## config.mk

```make
export PLATFORM = sky130hd
export DESIGN_NAME = guard_timer
export DESIGN_NICKNAME = d
export VERILOG_FILES = /design/src/rtl/guard_timer_pkg.sv /design/src/rtl/gt_prescale.sv /design/src/rtl/gt_base.sv /design/src/rtl/gt_post.sv /design/src/rtl/guard_timer.sv
export SDC_FILE = /design/constraint.sdc
export NUM_CORES = 1
export LEC_CHECK = 0
export ABC_AREA = 1
export BUFFER_PORTS_ARGS = -buffer_cell sky130_fd_sc_hd__buf_2
export CAP_MARGIN = 40
export CELL_PAD_IN_SITES_DETAIL_PLACEMENT = 0
export CELL_PAD_IN_SITES_GLOBAL_PLACEMENT = 1
export CORE_ASPECT_RATIO = 0.9
export CORE_MARGIN = 10
export CORE_UTILIZATION = 29
export DETAILED_ROUTE_END_ITERATION = 12
export PLACE_DENSITY = 0.62
export SYNTH_ARGS = -nofsm -noshare
export SYNTH_HDL_FRONTEND = slang
export SYNTH_HIERARCHICAL = 1
export SYNTH_SLANG_ARGS = --single-unit
```

## constraint.sdc

```tcl
create_clock -name clk -period 6.65 [get_ports clk]
set_clock_uncertainty 0.15 [all_clocks]
set_input_delay 0.9975 -clock clk [delete_from_list [all_inputs] [get_ports clk]]
set_output_delay 0.9975 -clock clk [all_outputs]
set_load 0.02 [all_outputs]
```

## src/rtl/guard_timer_pkg.sv

```systemverilog
package guard_timer_pkg;
  localparam int unsigned GT_PRE_DIV = 125;
  localparam int unsigned GT_BASE_W  = 8;
  localparam int unsigned GT_POST_W  = 16;
  localparam int unsigned GT_SEL_W   = 4;

  // restart causes gathered in one word
  typedef struct packed {
    logic kick;
    logic sleep;
    logic osc;
    logic fail;
  } gt_clr_t;
endpackage

```

## src/rtl/gt_prescale.sv

```systemverilog
module gt_prescale #(
  parameter int unsigned DIV = 125
) (
  input  logic clk,
  input  logic rst,
  input  logic clr,
  input  logic tick,
  output logic step
);
  generate
    if (DIV <= 1) begin : g_pass
      logic unused_pins;
      assign unused_pins = ^{clk, rst, clr};
      assign step = tick;
    end else begin : g_div
      localparam int unsigned CW = $clog2(DIV);
      localparam logic [CW-1:0] LAST = CW'(DIV - 1);
      logic [CW-1:0] cnt;

      always_ff @(posedge clk) begin
        if (rst || clr)
          cnt <= '0;
        else if (tick)
          cnt <= (cnt == LAST) ? '0 : cnt + 1'b1;
      end

      assign step = tick && (cnt == LAST);
    end
  endgenerate
endmodule

```

## src/rtl/gt_base.sv

```systemverilog
module gt_base #(
  parameter int unsigned W = 8
) (
  input  logic         clk,
  input  logic         rst,
  input  logic         clr,
  input  logic         step,
  output logic [W-1:0] val,
  output logic         wrap
);
  always_ff @(posedge clk) begin
    if (rst || clr)
      val <= '0;
    else if (step)
      val <= val + 1'b1;
  end

  assign wrap = step && (val == {W{1'b1}});
endmodule

```

## src/rtl/gt_post.sv

```systemverilog
module gt_post #(
  parameter int unsigned W  = 16,
  parameter int unsigned SW = 4
) (
  input  logic          clk,
  input  logic          rst,
  input  logic          clr,
  input  logic          wrap,
  input  logic [SW-1:0] sel,
  output logic          expire
);
  logic [W-1:0] cnt;
  logic [W-1:0] nxt;

  assign nxt = cnt + 1'b1;

  always_ff @(posedge clk) begin
    if (rst || clr)
      cnt <= '0;
    else if (wrap)
      cnt <= nxt;
  end

  // the selected bit of the incremented count sets after 2^sel wraps
  assign expire = wrap && (int'(sel) < int'(W)) && nxt[sel];
endmodule

```

## src/rtl/guard_timer.sv

```systemverilog
module guard_timer
  import guard_timer_pkg::*;
#(
  parameter int unsigned PRE_DIV = GT_PRE_DIV,
  parameter int unsigned BASE_W  = GT_BASE_W,
  parameter int unsigned POST_W  = GT_POST_W,
  parameter int unsigned SEL_W   = GT_SEL_W
) (
  input  logic             clk,
  input  logic             rst,
  input  logic             osc_tick,
  input  logic             hw_en,
  input  logic             sw_en,
  input  logic [SEL_W-1:0] period_sel,
  input  logic             win_mode_n,
  input  logic             kick,
  input  logic             sleep_enter,
  input  logic             osc_sel_chg,
  input  logic             clk_fail,
  output logic             wdt_rst,
  output logic             wdt_wake,
  output logic             win_open
);
  localparam logic [BASE_W-1:0] WIN_AT = {2'b11, {(BASE_W-2){1'b0}}};

  gt_clr_t            cause;
  logic               run;
  logic               step;
  logic               wrap;
  logic               expire;
  logic [BASE_W-1:0]  base_val;
  logic               open_i;
  logic               bad_kick;
  logic               timeout;
  logic               clr;
  logic               sleeping;
  logic               rst_q;
  logic               wake_q;

  assign cause    = '{kick: kick, sleep: sleep_enter, osc: osc_sel_chg, fail: clk_fail};
  assign run      = hw_en | sw_en;
  assign open_i   = (base_val >= WIN_AT);
  assign bad_kick = run & cause.kick & ~win_mode_n & ~open_i;
  assign timeout  = run & expire & ~(|cause);
  assign clr      = ~run | (|cause) | timeout;

  gt_prescale #(.DIV(PRE_DIV)) u_pre (
    .clk  (clk),
    .rst  (rst),
    .clr  (clr),
    .tick (osc_tick),
    .step (step)
  );

  gt_base #(.W(BASE_W)) u_base (
    .clk  (clk),
    .rst  (rst),
    .clr  (clr),
    .step (step),
    .val  (base_val),
    .wrap (wrap)
  );

  gt_post #(.W(POST_W), .SW(SEL_W)) u_post (
    .clk    (clk),
    .rst    (rst),
    .clr    (clr),
    .wrap   (wrap),
    .sel    (period_sel),
    .expire (expire)
  );

  always_ff @(posedge clk) begin
    if (rst) begin
      sleeping <= 1'b0;
      rst_q    <= 1'b0;
      wake_q   <= 1'b0;
    end else begin
      rst_q  <= bad_kick | (timeout & ~sleeping);
      wake_q <= timeout & sleeping;
      if (cause.sleep)
        sleeping <= 1'b1;
      else if (timeout || cause.kick)
        sleeping <= 1'b0;
    end
  end

  assign wdt_rst  = rst_q;
  assign wdt_wake = wake_q;
  assign win_open = open_i;
endmodule

```

=== Word-level counts from Yosys, hierarchy flattened ===
Cells that the tools add are included.

* Output and inout port bits: 3
* Flip-flop bits (word level): 34
* Input bits: 14
* Logic and storage cells: 41

* Add/sub/neg operators: 3
* Reduce and logical (&&, ||, !) cells: 7
* Order comparisons: 2
* Equality and inequality tests: 2
* Bitwise gates (word level): 16
* Muxes and demuxes: 5

{| class="wikitable"
|+ Operators by type and width
! kind !! number
|-
| adder 16 x 1 -> 16 bit, second input constant || 1
|-
| adder 8 x 1 -> 8 bit, second input constant || 1
|-
| == test 8 bit, second input constant || 1
|-
| >= comparator 8 bit, second input constant || 1
|-
| adder 7 x 1 -> 7 bit, second input constant || 1
|-
| bitwise AND 1 bit || 7
|-
| == test 7 bit, second input constant || 1
|-
| 2-to-1 mux 7 bit || 1
|-
| less-than comparator 4 x 5 -> 1 bit, second input constant || 1
|-
| inverter 1 bit || 5
|-
| binary-select mux 1 bit (select 4 bit) || 1
|-
| bitwise OR 1 bit || 4
|-
| OR reduction 4 bit || 1
|-
| logical AND 1 bit || 3
|-
| 2-to-1 mux 1 bit || 3
|-
| logical OR 1 bit || 2
|-
| nonzero test 2 bit || 1
|}

=== Depth between registers and ports, before layout ===
* Depth after elaboration: 9
* Mapped depth: 21
* Depth with buffers taken out: 20

=== Hierarchy ===
Netlist, hierarchy kept.

{| class="wikitable"
|+ By module, submodules not included
! module !! instances !! area each (µm²) !! cells each !! sequential area each (µm²)
|-
| gt_post || 1 || 1208.7 || 198 || 320.3
|-
| gt_prescale || 1 || 386.6 || 56 || 140.1
|-
| gt_base || 1 || 369.1 || 52 || 160.2
|-
| guard_timer || 1 || 182.7 || 27 || 60.1
|}

=== Worst setup path after synthesis ===
Ideal clock, no wire load.

* Path kind: input-to-reg
* Start: in osc_tick
* End: reg u_post.cnt[6]
* Required time: 6.384 ns
* Setup time: 0.116 ns
* Path buffers: 3
* Slack: 3.452 ns
* Cell stages on the path: 18
* Data arrival time: 2.931 ns
* Cells stage by stage: nand2_1 nor2_1 nand2_2 inv_1 nand2_1 nor2_4 nand2_1 nor3_1 clkbuf_1 buf_4 nand2_1 nor2_1 inv_1 nand3_1 nor2_1 clkbuf_1 o211ai_1 inv_1

* Word-level cells in the longest chain between the ends: 7

{| class="wikitable"
|+ Ends and longest elaborated chain
! item !! line !! text
|-
| from (decl) || guard_timer.sv:11 || <nowiki>input logic osc_tick,</nowiki>
|-
| logical AND 1 bit || gt_prescale.sv:27 || <nowiki>assign step = tick && (cnt == LAST);</nowiki>
|-
| net step || guard_timer.sv:28 || <nowiki>logic step;</nowiki>
|-
| logical AND 1 bit || gt_base.sv:18 || <nowiki>assign wrap = step && (val == {W{1'b1}});</nowiki>
|-
| net wrap || guard_timer.sv:29 || <nowiki>logic wrap;</nowiki>
|-
| logical AND 1 bit || gt_post.sv:25 || <nowiki>assign expire = wrap && (int'(sel) < int'(W)) && nxt[sel];</nowiki>
|-
| net expire || guard_timer.sv:30 || <nowiki>logic expire;</nowiki>
|-
| bitwise AND 1 bit (2 in series) || guard_timer.sv:44 || <nowiki>assign timeout = run & expire & ~(|cause);</nowiki>
|-
| bitwise OR 1 bit || guard_timer.sv:45 || <nowiki>assign clr = ~run | (|cause) | timeout;</nowiki>
|-
| net clr || guard_timer.sv:35 || <nowiki>logic clr;</nowiki>
|-
| logical OR 1 bit || gt_post.sv:18 || <nowiki>if (rst || clr)</nowiki>
|-
| to (signal assigned) || gt_post.sv:21 || <nowiki>cnt <= nxt;</nowiki>
|-
| to (decl) || gt_post.sv:12 || <nowiki>logic [W-1:0] cnt;</nowiki>
|}

The timed path passes the listed nets, and every way through them passes these cells.
A chain may end at the register's enable or synchronous reset.

=== Worst setup path in the final report ===
* Start: in osc_tick
* End: reg u_post.cnt[9]

The elaborated chain is that of the path after synthesis.

==> flow_metrics.tcl <==
set metrics [dict create \
    status "finished clean" \
    clockBufferDepth 2 \
    r2r_end "u_post/cnt[9]" \
    cts_setup_buffers 0 \
    maxCapViolations 0 \
    synth.yosys.seq_area_share_pct 31.7 \
    layout-drive-gt1-share_pct 15.8 \
    ys_async_sr_fraction_pct 0 \
    slew_headroom_pct 64.5 \
    clk_latency_ns 0.29 \
    period_minus_slack_ns 3.15 \
    fp.dieH_um 102 \
    die_w_um 111 \
    worstPathArrival_ns 3.23 \
    end_kind "register" \
    grt_max_degree 28 \
    start_kind "input pin" \
    min_path_type "register to register" \
    diodes 0 \
    finalCritPeriodShare_pct 47.4 \
    dieArea_sq_um 11300 \
    drcViolationCount 0 \
    grtUsageTotal_pct 8.97 \
    fin_tns_setup_ns 0 \
    syn_area_sq_um 2150 \
    power_w 0.000385 \
    avgSynthCellArea_sq_um 6.45 \
    io_buffer_count 16 \
    nNetsFinal 371 \
    core_sq_um 7110 \
    cts_resized 0 \
    drtPass1Iterations 4 \
    grt-ovfl-total 0 \
    gp_congestion 0.764 \
    cts.clk_slew.worst_paths_ns 0.07 \
    met1_usage_pct 11.8 \
    drv_slew 0 \
    hold_depth 1 \
    start_util_pct 30.2 \
    ys_top_cells_by_count "83 x nand2_1, 58 x inv_1, 34 x dfxtp_1" \
    tritoncts "built" \
    syn_to_final_growth_pct 13.3 \
    synth_cell_type_count 26 \
    ys.flop_type "dfxtp_1" \
    hold_violations 0 \
    hpwl_um 3870 \
    htreeDepth 2 \
    root_buffer "clkbuf_8" \
    worstHoldStart "u_base/val[3]" \
    grt_pass1_vias 1814 \
    yosysWarnings 6 \
    synth_top_cell_area_share_pct 31.7 \
    ys_seq_elements 34 \
    cts_buffers 5 \
    ant_nets 0 \
    antenna_found_initial 0 \
    seq_area_sq_um 681 \
    numClockSinks 34 \
    synthTopCellsByArea "dfxtp_1 32%, nand2_1 15%, inv_1 10%, nand3_1 7.7%, nor2_1 5.6%" \
    drt_iter0_drc 69 \
    min_to "u_base/val[3]" \
    rows 29 \
    top_usage_layer "met2" \
    fmax_mhz 317 \
    path_class "input pin to register" \
    worstMarginPinSlew_ns 0.530 \
    dr_total_vias 1968 \
    peakVddDrop_mv 0.0570 \
    synth-edff-count 0 \
    reg2regPathDepth 19 \
    synth.net_count 351 \
    grt_first_pass_wirelength_um 8580 \
    cts_hold_buf 0 \
    crit_required_ns 6.73 \
    power_density_nw_per_um2 158 \
    use_met2_pct 14.2 \
    drt-vias-per-instance 4.40 \
    synthCells 333 \
    r2r_start "u_post/cnt[0]" \
    synth_top_area_cell "dfxtp_1" \
    wl_um 4920 \
    synth_most_common_cell "nand2_1" \
    worst-path-max-fanout 27 \
    gr-usage-met3_pct 2.13 \
    routedWlPerCell_um 11.0 \
    rsz0062_at_grt "no" \
    reg2reg_slack_ns 3.66 \
    power.leakage_nw 0.992 \
    setup_viol 0 \
    n_fill_cell 827 \
    num_io_pins 17 \
    multiInputGateArea_sq_um 1220 \
]
how the worst max path moves through the flow:
| stage | depth (start not counted) | endpoint | slack (ns) | start |
|---|---|---|---|---|
| 6_report | 19 | u_post/cnt[9] | 3.50 | osc_tick |
| 5_1_grt | 19 | u_post/cnt[9] | 3.17 | osc_tick |
| 4_1_cts | 19 | u_post/cnt[9] | 3.46 | osc_tick |
| 3_5_place_dp | 19 | u_post/cnt[9] | 3.16 | osc_tick |
| 3_3_place_gp | 19 | u_post/cnt[9] | 2.91 | osc_tick |
| 2_1_floorplan | 18 | u_post/cnt[6] | 3.45 | osc_tick |
through the flow:
step           utilization (%)  cell area (sq um)  setup slack (ns)  cells  hold WS [ns]
6_report                  34.2               2430              3.50    447         0.324
5_1_grt                   34.2               2430              3.17    447         0.355
4_1_cts                   34.2               2430              3.46    447         0.331
3_5_place_dp              32.9               2340              3.16    439         0.321
3_3_place_gp              32.8               2330              2.91    438         0.317
2_1_floorplan                -               2150              3.45    333         0.293
where the power goes:
part           total (W)  internal, W  switching, W
Clock           0.000162    0.0000833     0.0000783
Combinational  0.0000190   0.00000711     0.0000119
Sequential      0.000204     0.000204   0.000000195
registers in the layout (all words and copies together) (netlist names):
signal and cells:
u_pre/g_div.cnt 7, u_post/cnt 16, wdt_wake 1, wdt_rst 1
sleeping 1, u_base/val 8
layout make-up:
cell class              count  area share (%)
clock buffers               6            3.40
clock inverters             2           0.514
inverters                  61            9.41
multi-input cells         233            50.0
flip-flops and latches     34            28.0
well taps                  93            4.78
repair buffers             18            3.91
cell families (layout without fill, tap and decap cells):
kind of cell	Yosys count	in the layout	share of synthesized area (%)
xor+xnor	6	6	2.45
compound gates	42	42	11.3
simple gates	181	181	40.3
fa+ha+maj	4	4	2.33
flops	34	34	31.7
buf+inv	66	87	11.9
worst max-delay path, cell delays in order:
cell,delay (ns)
buf_2,0.12
nand2_1,0.06
nor2_1,0.04
nand2_2,0.10
inv_1,0.10
nand2_1,0.14
nor2_4,0.05
nand2_1,0.09
nor3_2,0.04
buf_4,0.21
nand2_1,0.10
nor2_1,0.04
inv_1,0.08
nand3_1,0.12
nor2_1,0.45
inv_1,0.19
a21oi_1,0.14
o21ai_0,0.09
inv_1,0.06
placed cells by master, fill, tap and decap left out, types with 2 or more instances in the layout:
| cell type | instances |
|---|---|
| a21oi_1 | 15 |
| buf_2 | 16 |
| buf_4 | 2 |
| clkbuf_8 | 6 |
| dfxtp_1 | 34 |
| ha_1 | 4 |
| inv_1 | 58 |
| inv_2 | 3 |
| nand2_1 | 83 |
| nand2_2 | 7 |
| nand3_1 | 33 |
| nand4_1 | 7 |
| nor2_1 | 32 |
| nor2_2 | 4 |
| nor2_4 | 10 |
| nor3_2 | 2 |
| o211ai_1 | 10 |
| o21ai_0 | 14 |
| xnor2_1 | 3 |
| xor2_1 | 3 |
layer usage:
layer / vias to the layer above / part of all wire [%]
met3: 2 / 2.7
met4: 0 / 0.65
met2: 20 / 45
met1: 862 / 51
met5: - / 0
li1: 1084 / -
No activity file was read; power rests on OpenSTA's default activity.
